<file path="src/rtl/rstk_pkg.sv">
package rstk_pkg;

  typedef enum logic [1:0] {
    OP_HOLD = 2'd0,
    OP_PUSH = 2'd1,
    OP_POP  = 2'd2,
    OP_SWAP = 2'd3
  } rstk_op_e;

  // Resolve the request pair into one chain operation. A pop on an empty
  // stack is dropped, so a simultaneous push on empty becomes a plain push.
  function automatic rstk_op_e decode_op(input logic push, input logic pop,
                                         input logic empty);
    if (push && pop && !empty) return OP_SWAP;
    if (push)                  return OP_PUSH;
    if (pop && !empty)         return OP_POP;
    return OP_HOLD;
  endfunction

  // Occupancy after one operation, saturating at both ends.
  function automatic int unsigned next_fill(input int unsigned fill,
                                            input rstk_op_e op,
                                            input int unsigned depth);
    case (op)
      OP_PUSH: return (fill >= depth) ? depth : fill + 1;
      OP_POP:  return (fill == 0) ? 0 : fill - 1;
      default: return fill;
    endcase
  endfunction

endpackage

</file>
<file path="src/rtl/rstk_ctrl.sv">
module rstk_ctrl
  import rstk_pkg::*;
#(
  parameter int DEPTH = 6,
  parameter int CW    = $clog2(DEPTH + 1)
) (
  input  logic          clk,
  input  logic          rst_n,
  input  logic          push_i,
  input  logic          pop_i,
  output rstk_op_e      op_o,
  output logic          empty_o,
  output logic          full_o,
  output logic [CW-1:0] fill_o
);

  localparam logic [CW-1:0] FILL_MAX = CW'(DEPTH);

  logic [CW-1:0] fill_q;
  logic [CW-1:0] fill_d;
  rstk_op_e      op;

  assign empty_o = (fill_q == '0);
  assign full_o  = (fill_q == FILL_MAX);
  assign op      = decode_op(push_i, pop_i, empty_o);
  assign op_o    = op;
  assign fill_d  = CW'(next_fill(32'(fill_q), op, 32'(DEPTH)));
  assign fill_o  = fill_q;

  always_ff @(posedge clk or negedge rst_n) begin
    if (!rst_n) fill_q <= '0;
    else        fill_q <= fill_d;
  end

  // occupancy stays inside 0..DEPTH
  p_fill_bound_r9: assert property (@(posedge clk) disable iff (!rst_n)
    fill_q <= FILL_MAX);

  // occupancy moves by at most one per cycle
  p_fill_step_r9: assert property (@(posedge clk) disable iff (!rst_n)
    (fill_q == $past(fill_q)) || (fill_q == $past(fill_q) + 1'b1) ||
    (fill_q + 1'b1 == $past(fill_q)));

  // a lone pop on an empty stack leaves the occupancy at zero
  p_empty_pop_hold_r3: assert property (@(posedge clk) disable iff (!rst_n)
    (empty_o && pop_i && !push_i) |=> empty_o);

  // a push onto a full stack keeps it full
  p_full_push_sat_r4: assert property (@(posedge clk) disable iff (!rst_n)
    (full_o && push_i && !pop_i) |=> full_o);

  // a simultaneous push and pop on a non-empty stack keeps the depth
  p_swap_fill_r6: assert property (@(posedge clk) disable iff (!rst_n)
    (push_i && pop_i && !empty_o) |=> $stable(fill_q));

  // a simultaneous push and pop on an empty stack leaves one entry
  p_swap_empty_r7: assert property (@(posedge clk) disable iff (!rst_n)
    (push_i && pop_i && empty_o) |=> (fill_q == CW'(1)));

endmodule

</file>
<file path="src/rtl/rstk_level.sv">
module rstk_level
  import rstk_pkg::*;
#(
  parameter int AW       = 12,
  parameter bit IS_FIRST = 1'b0
) (
  input  logic          clk,
  input  logic          rst_n,
  input  rstk_op_e      op_i,
  input  logic [AW-1:0] below_i,
  input  logic [AW-1:0] above_i,
  output logic [AW-1:0] q_o
);

  logic [AW-1:0] q;
  logic [AW-1:0] d;

  generate
    if (IS_FIRST) begin : g_first
      // First level: a swap replaces the entry with the incoming address.
      always_comb begin
        case (op_i)
          OP_PUSH, OP_SWAP: d = below_i;
          OP_POP:           d = above_i;
          default:          d = q;
        endcase
      end
    end else begin : g_inner
      // Other levels: a swap does not touch them.
      always_comb begin
        case (op_i)
          OP_PUSH: d = below_i;
          OP_POP:  d = above_i;
          default: d = q;
        endcase
      end
    end
  endgenerate

  always_ff @(posedge clk or negedge rst_n) begin
    if (!rst_n) q <= '0;
    else        q <= d;
  end

  assign q_o = q;

  // every push moves the neighbour below into this level
  p_push_shift_r2: assert property (@(posedge clk) disable iff (!rst_n)
    (op_i == OP_PUSH) |=> (q == $past(below_i)));

  // a hold leaves the level untouched
  p_hold_stable_r3: assert property (@(posedge clk) disable iff (!rst_n)
    (op_i == OP_HOLD) |=> $stable(q));

endmodule

</file>
<file path="src/rtl/ret_stack6.sv">
module ret_stack6
  import rstk_pkg::*;
#(
  parameter int DEPTH = 6,
  parameter int AW    = 12
) (
  input  logic          clk,
  input  logic          rst_n,
  input  logic          push_i,
  input  logic          pop_i,
  input  logic [AW-1:0] push_addr_i,
  output logic [AW-1:0] pop_addr_o,
  output logic          pop_valid_o
);

  localparam int CW = $clog2(DEPTH + 1);

  rstk_op_e      op;
  logic          empty;
  logic          full;
  logic [CW-1:0] fill;
  logic [AW-1:0] lvl [DEPTH];

  // Named events for the assertions
  logic ev_pop_ok;
  logic ev_pop_empty;
  logic ev_overflow;
  logic ev_swap;

  rstk_ctrl #(.DEPTH(DEPTH), .CW(CW)) u_ctrl (
    .clk     (clk),
    .rst_n   (rst_n),
    .push_i  (push_i),
    .pop_i   (pop_i),
    .op_o    (op),
    .empty_o (empty),
    .full_o  (full),
    .fill_o  (fill)
  );

  generate
    for (genvar i = 0; i < DEPTH; i++) begin : g_lvl
      logic [AW-1:0] below;
      logic [AW-1:0] above;
      if (i == 0) begin : g_b0
        assign below = push_addr_i;
      end else begin : g_bn
        assign below = lvl[i-1];
      end
      if (i == DEPTH - 1) begin : g_alast
        // The last level keeps its own value when the chain moves down.
        assign above = lvl[i];
      end else begin : g_an
        assign above = lvl[i+1];
      end
      rstk_level #(.AW(AW), .IS_FIRST(i == 0)) u_level (
        .clk     (clk),
        .rst_n   (rst_n),
        .op_i    (op),
        .below_i (below),
        .above_i (above),
        .q_o     (lvl[i])
      );
    end
  endgenerate

  assign ev_pop_ok    = pop_i & ~empty;
  assign ev_pop_empty = pop_i & empty;
  assign ev_overflow  = push_i & ~pop_i & full;
  assign ev_swap      = (op == OP_SWAP);

  assign pop_valid_o = ev_pop_ok;
  assign pop_addr_o  = ev_pop_ok ? lvl[0] : '0;

  // a valid pop needs a pop request
  p_valid_needs_pop_r5: assert property (@(posedge clk) disable iff (!rst_n)
    pop_valid_o |-> pop_i);

  // no address leaks out without a valid pop
  p_addr_zero_r8: assert property (@(posedge clk) disable iff (!rst_n)
    !pop_valid_o |-> (pop_addr_o == '0));

  // an empty pop reports nothing
  p_empty_pop_r3: assert property (@(posedge clk) disable iff (!rst_n)
    ev_pop_empty |-> !pop_valid_o);

  // after a swap the first level holds the incoming address
  p_swap_load_r6: assert property (@(posedge clk) disable iff (!rst_n)
    ev_swap |=> (lvl[0] == $past(push_addr_i)));

  // an overflowing push still lands the new address in level one
  p_overflow_load_r4: assert property (@(posedge clk) disable iff (!rst_n)
    ev_overflow |=> (lvl[0] == $past(push_addr_i)));

  // the stack is never full and empty at once
  p_not_full_empty_r9: assert property (@(posedge clk) disable iff (!rst_n)
    !(full && empty) && (fill <= CW'(DEPTH)));

endmodule

</file>
<file path="config.mk">
export PLATFORM = sky130hd
export DESIGN_NAME = ret_stack6
export DESIGN_NICKNAME = d
export VERILOG_FILES = /design/src/rtl/rstk_pkg.sv /design/src/rtl/rstk_ctrl.sv /design/src/rtl/rstk_level.sv /design/src/rtl/ret_stack6.sv
export SDC_FILE = /design/constraint.sdc
export NUM_CORES = 1
export LEC_CHECK = 0
export CORE_MARGIN = 1
export CORE_UTILIZATION = 55
export CTS_BUF_LIST = sky130_fd_sc_hd__clkbuf_4
export CTS_CLUSTER_DIAMETER = 80
export DETAILED_ROUTE_END_ITERATION = 10
export HOLD_SLACK_MARGIN = 0.03
export PLACE_DENSITY = 0.72
export SLEW_MARGIN = 0
export SYNTH_ARGS = -nofsm -noshare
export SYNTH_HDL_FRONTEND = slang
export SYNTH_SLANG_ARGS = --single-unit
export TNS_END_PERCENT = 5
</file>
<file path="constraint.sdc">
create_clock -name clk -period 2.5 [get_ports clk]
set_clock_uncertainty 0.2 [all_clocks]
set_input_delay 0.5 -clock clk [delete_from_list [all_inputs] [get_ports clk]]
set_output_delay 0.5 -clock clk [all_outputs]
set_load 0.01 [all_outputs]
</file>
==> results of run 1 <==
==> metal layers <==
layer	track usage [%]	share of wire [%]	vias up
met5	0	0	-
met1	29.08	49	1167
met2	34.79	46	38
met4	9.643	1.7	0
met3	5.506	3.1	9
li1	-	-	1126
==> layout make-up <==
type | count | share of cell area [%]
clock buffer | 10 | 1.825
clock inverter | 6 | 2.190
inverter | 5 | 0.5172
multi-input combinational | 181 | 35.35
sequential | 75 | 45.63
tap | 75 | 2.282
timing repair buffer | 52 | 12.20
==> power by group <==
part	total, W	switching [W]	internal (W)
clock	0.000845	0.000426	0.000419
combinational	0.00156	0.000618	0.000946
sequential	0.00213	0.000393	0.00174
total	0.00454	0.00144	0.00310
==> worst max-delay path, stage by stage, from the launching register on <==
cell and delay, ps:
dfrtp_1 410, inv_2 80, ha_4 130, nor2b_4 140
nand2b_4 150, inv_4 40, buf_12 130, and2_4 150
buf_6 110
==> cell usage in the layout, fill, tap and decap left out, types with 4 or more instances in the layout <==
cell type,n
o21a_1,48
buf_12,4
dfrtp_1,75
mux2_2,13
clkdlybuf4s50_1,14
buf_4,18
o21ai_0,17
buf_2,5
and2_1,4
mux2i_1,13
o22a_1,48
buf_6,9
and2_4,8
clkbuf_4,10
nand2_1,12
==> worst paths after layout <==
check / cells past startpoint / start / endpoint
min in group asynchronous: 3 / rst_n / g_lvl[2].u_level.q_o[6]
max: 8 / u_ctrl.fill_o[1] / pop_addr_o[10]
max in group asynchronous: 3 / rst_n / g_lvl[3].u_level.q_o[11]
min reg2reg: 1 / g_lvl[5].u_level.q_o[11] / g_lvl[5].u_level.q_o[11]
min: 1 / g_lvl[5].u_level.q_o[11] / g_lvl[5].u_level.q_o[11]
max reg2reg: 8 / u_ctrl.fill_o[1] / g_lvl[3].u_level.q_o[0]
==> timing repair <==
item,4_1_cts,5_1_grt
pin swaps,0,2
endpoints found under the hold margin,75,0
gates resized for setup,57,19
setup buffers,1,1
gates cloned,0,0
hold buffers,1,0
setup endpoints to repair,13,13
==> through the flow <==
step                      power [W]  util (%)
after floorplan            0.003123         -
after global placement     0.003566     65.13
after detailed placement   0.003635     65.13
after CTS                  0.004501     67.63
after global routing       0.004849     69.05
final                      0.004540     69.05
==> cell usage after synthesis <==
library cell,count
inv_2,1
clkbuf_1,9
o21a_1,48
nor2b_1,2
buf_2,9
or3_1,1
a31oi_1,2
o22a_1,48
nand2_2,1
o21ai_0,17
nor2_1,2
or4_1,1
nand2b_1,2
o21ai_2,1
a21oi_1,1
mux2i_1,13
mux2_2,13
a22oi_1,1
buf_4,2
nand2_1,12
ha_1,4
buf_6,3
inv_1,4
dfrtp_1,75
and2_1,12
==> logic make-up (layout without fill, tap and decap cells) <==
kind of cell               after synthesis  after routing  synth area share [%]
muxes                                   26             26                 8.080
AOI/OAI and AO/OA                      118            118                 26.29
and+or+nand+nor                         33             33                 5.046
adders and majority gates                4              4                 1.463
DFF                                     75             75                 54.84
buffers and inverters                   28             73                 4.277
==> state kept, by name, summed over array words and instances, names as in the netlist <==
signal and count:
g_lvl.u_level.q_o 72, u_ctrl.fill_o 3
==> metrics.txt, run 1 <==
status finished clean; Starting Density 57.46%; Synth Register Bits 75; Slew Limit Headroom 61.34%; post-synthesis net count 304; final std cells w/o fill 404; Pwr Density 1104 mW/mm^2; synthesis-to-layout area growth 20.18%; max-slew violations 0; number of antenna diodes 0; Die Span Y 80.88 um; Peak VDD IR 0.5729 mV; total grt overflow 0; Avg Cell Area, Syn 12.05 um^2; worst hold path type flip-flop to flip-flop; Die X 80.88 um; startpoint types flip-flop; core area 0.005956 mm^2; Worst-Skew Late Latency 420 ps; post-route clock period utilization 98.54%; final wirelength 6.342 mm; die area 0.006542 mm^2; clk root buf clkbuf_4; flop-to-flop setup slack 360 ps; LEAKAGE 1.673 nW; vias 2340; initial antenna violation count 0; Fin. Hold Viols 0; fraction of the yosys area taken by sequential cells 54.84%; Final min period 2464 ps; largest net degree at the start of global routing 47; Worst-path clk slew 120 ps; IO Count 29; vias in the first global route 2364; Clock Path Buffers 2; area leader, netlist dfrtp_1; routed len/inst 15.70 um; Worst-Margin Slew 579.9 ps; CTS tree yes; critical path type flip-flop to output port; unrepaired setup endpoints after global routing true; ANT nets after route 0; DP Area 0.003879 mm^2; maximum clock rate 0.4059 GHz; design area 0.004113 mm^2; critical path capture point type output port; IO buf count 28; GPL Wtd Cong 0.7300; HPWL after DPL 3.783 mm; worst path arrival time 1760 ps; Hold Slack 321.7 ps; worst-path fanout max 7; Cells after Synth 284; vias per cell 5.792; final setup TNS 0 ps; post-place setup slack -162.7 ps; Final setup viols 0; DR DRC count 0; post-synthesis cell type count 25; fraction of layout cells with a size suffix above 1 24.92%; # fillers 472; site row count 28; synth top area cells dfrtp_1 (55%), o22a_1 (12%), o21a_1 (11%), mux2_2 (4.3%), mux2i_1 (3.8%); maximum level of the CTS H-tree 3; first-pass GRT wire length 10.78 mm; Num CTS Buffers 9; synth warn 0; post-synth design cell area 0.003422 mm^2; Final Net Count 344; placed cells 385; GR Util All Layers 22.12%; drt pass-1 iters 4; PnR worst setup slack 36.47 ps; max_cap viols 0; footprint of the multi-input gates 0.001454 mm^2; top-area cell type share of the netlist area 54.84%; Register Area 0.001877 mm^2; Clock Sinks 75; WP data required 1800 ps; Iteration-0 DRC Markers 103
Power figures use the tool's default switching activity.
==> inputs of run 2 (changes only) <==
--- a/config.mk
+++ b/config.mk
@@ -10,7 +10,6 @@
 export CTS_BUF_LIST = sky130_fd_sc_hd__clkbuf_4
 export CTS_CLUSTER_DIAMETER = 80
 export DETAILED_ROUTE_END_ITERATION = 10
-export HOLD_SLACK_MARGIN = 0.03
 export PLACE_DENSITY = 0.72
 export SLEW_MARGIN = 0
 export SYNTH_ARGS = -nofsm -noshare
==> results of run 2 <==
No change in the layout: final DEF, timing and power equal those of run 1.
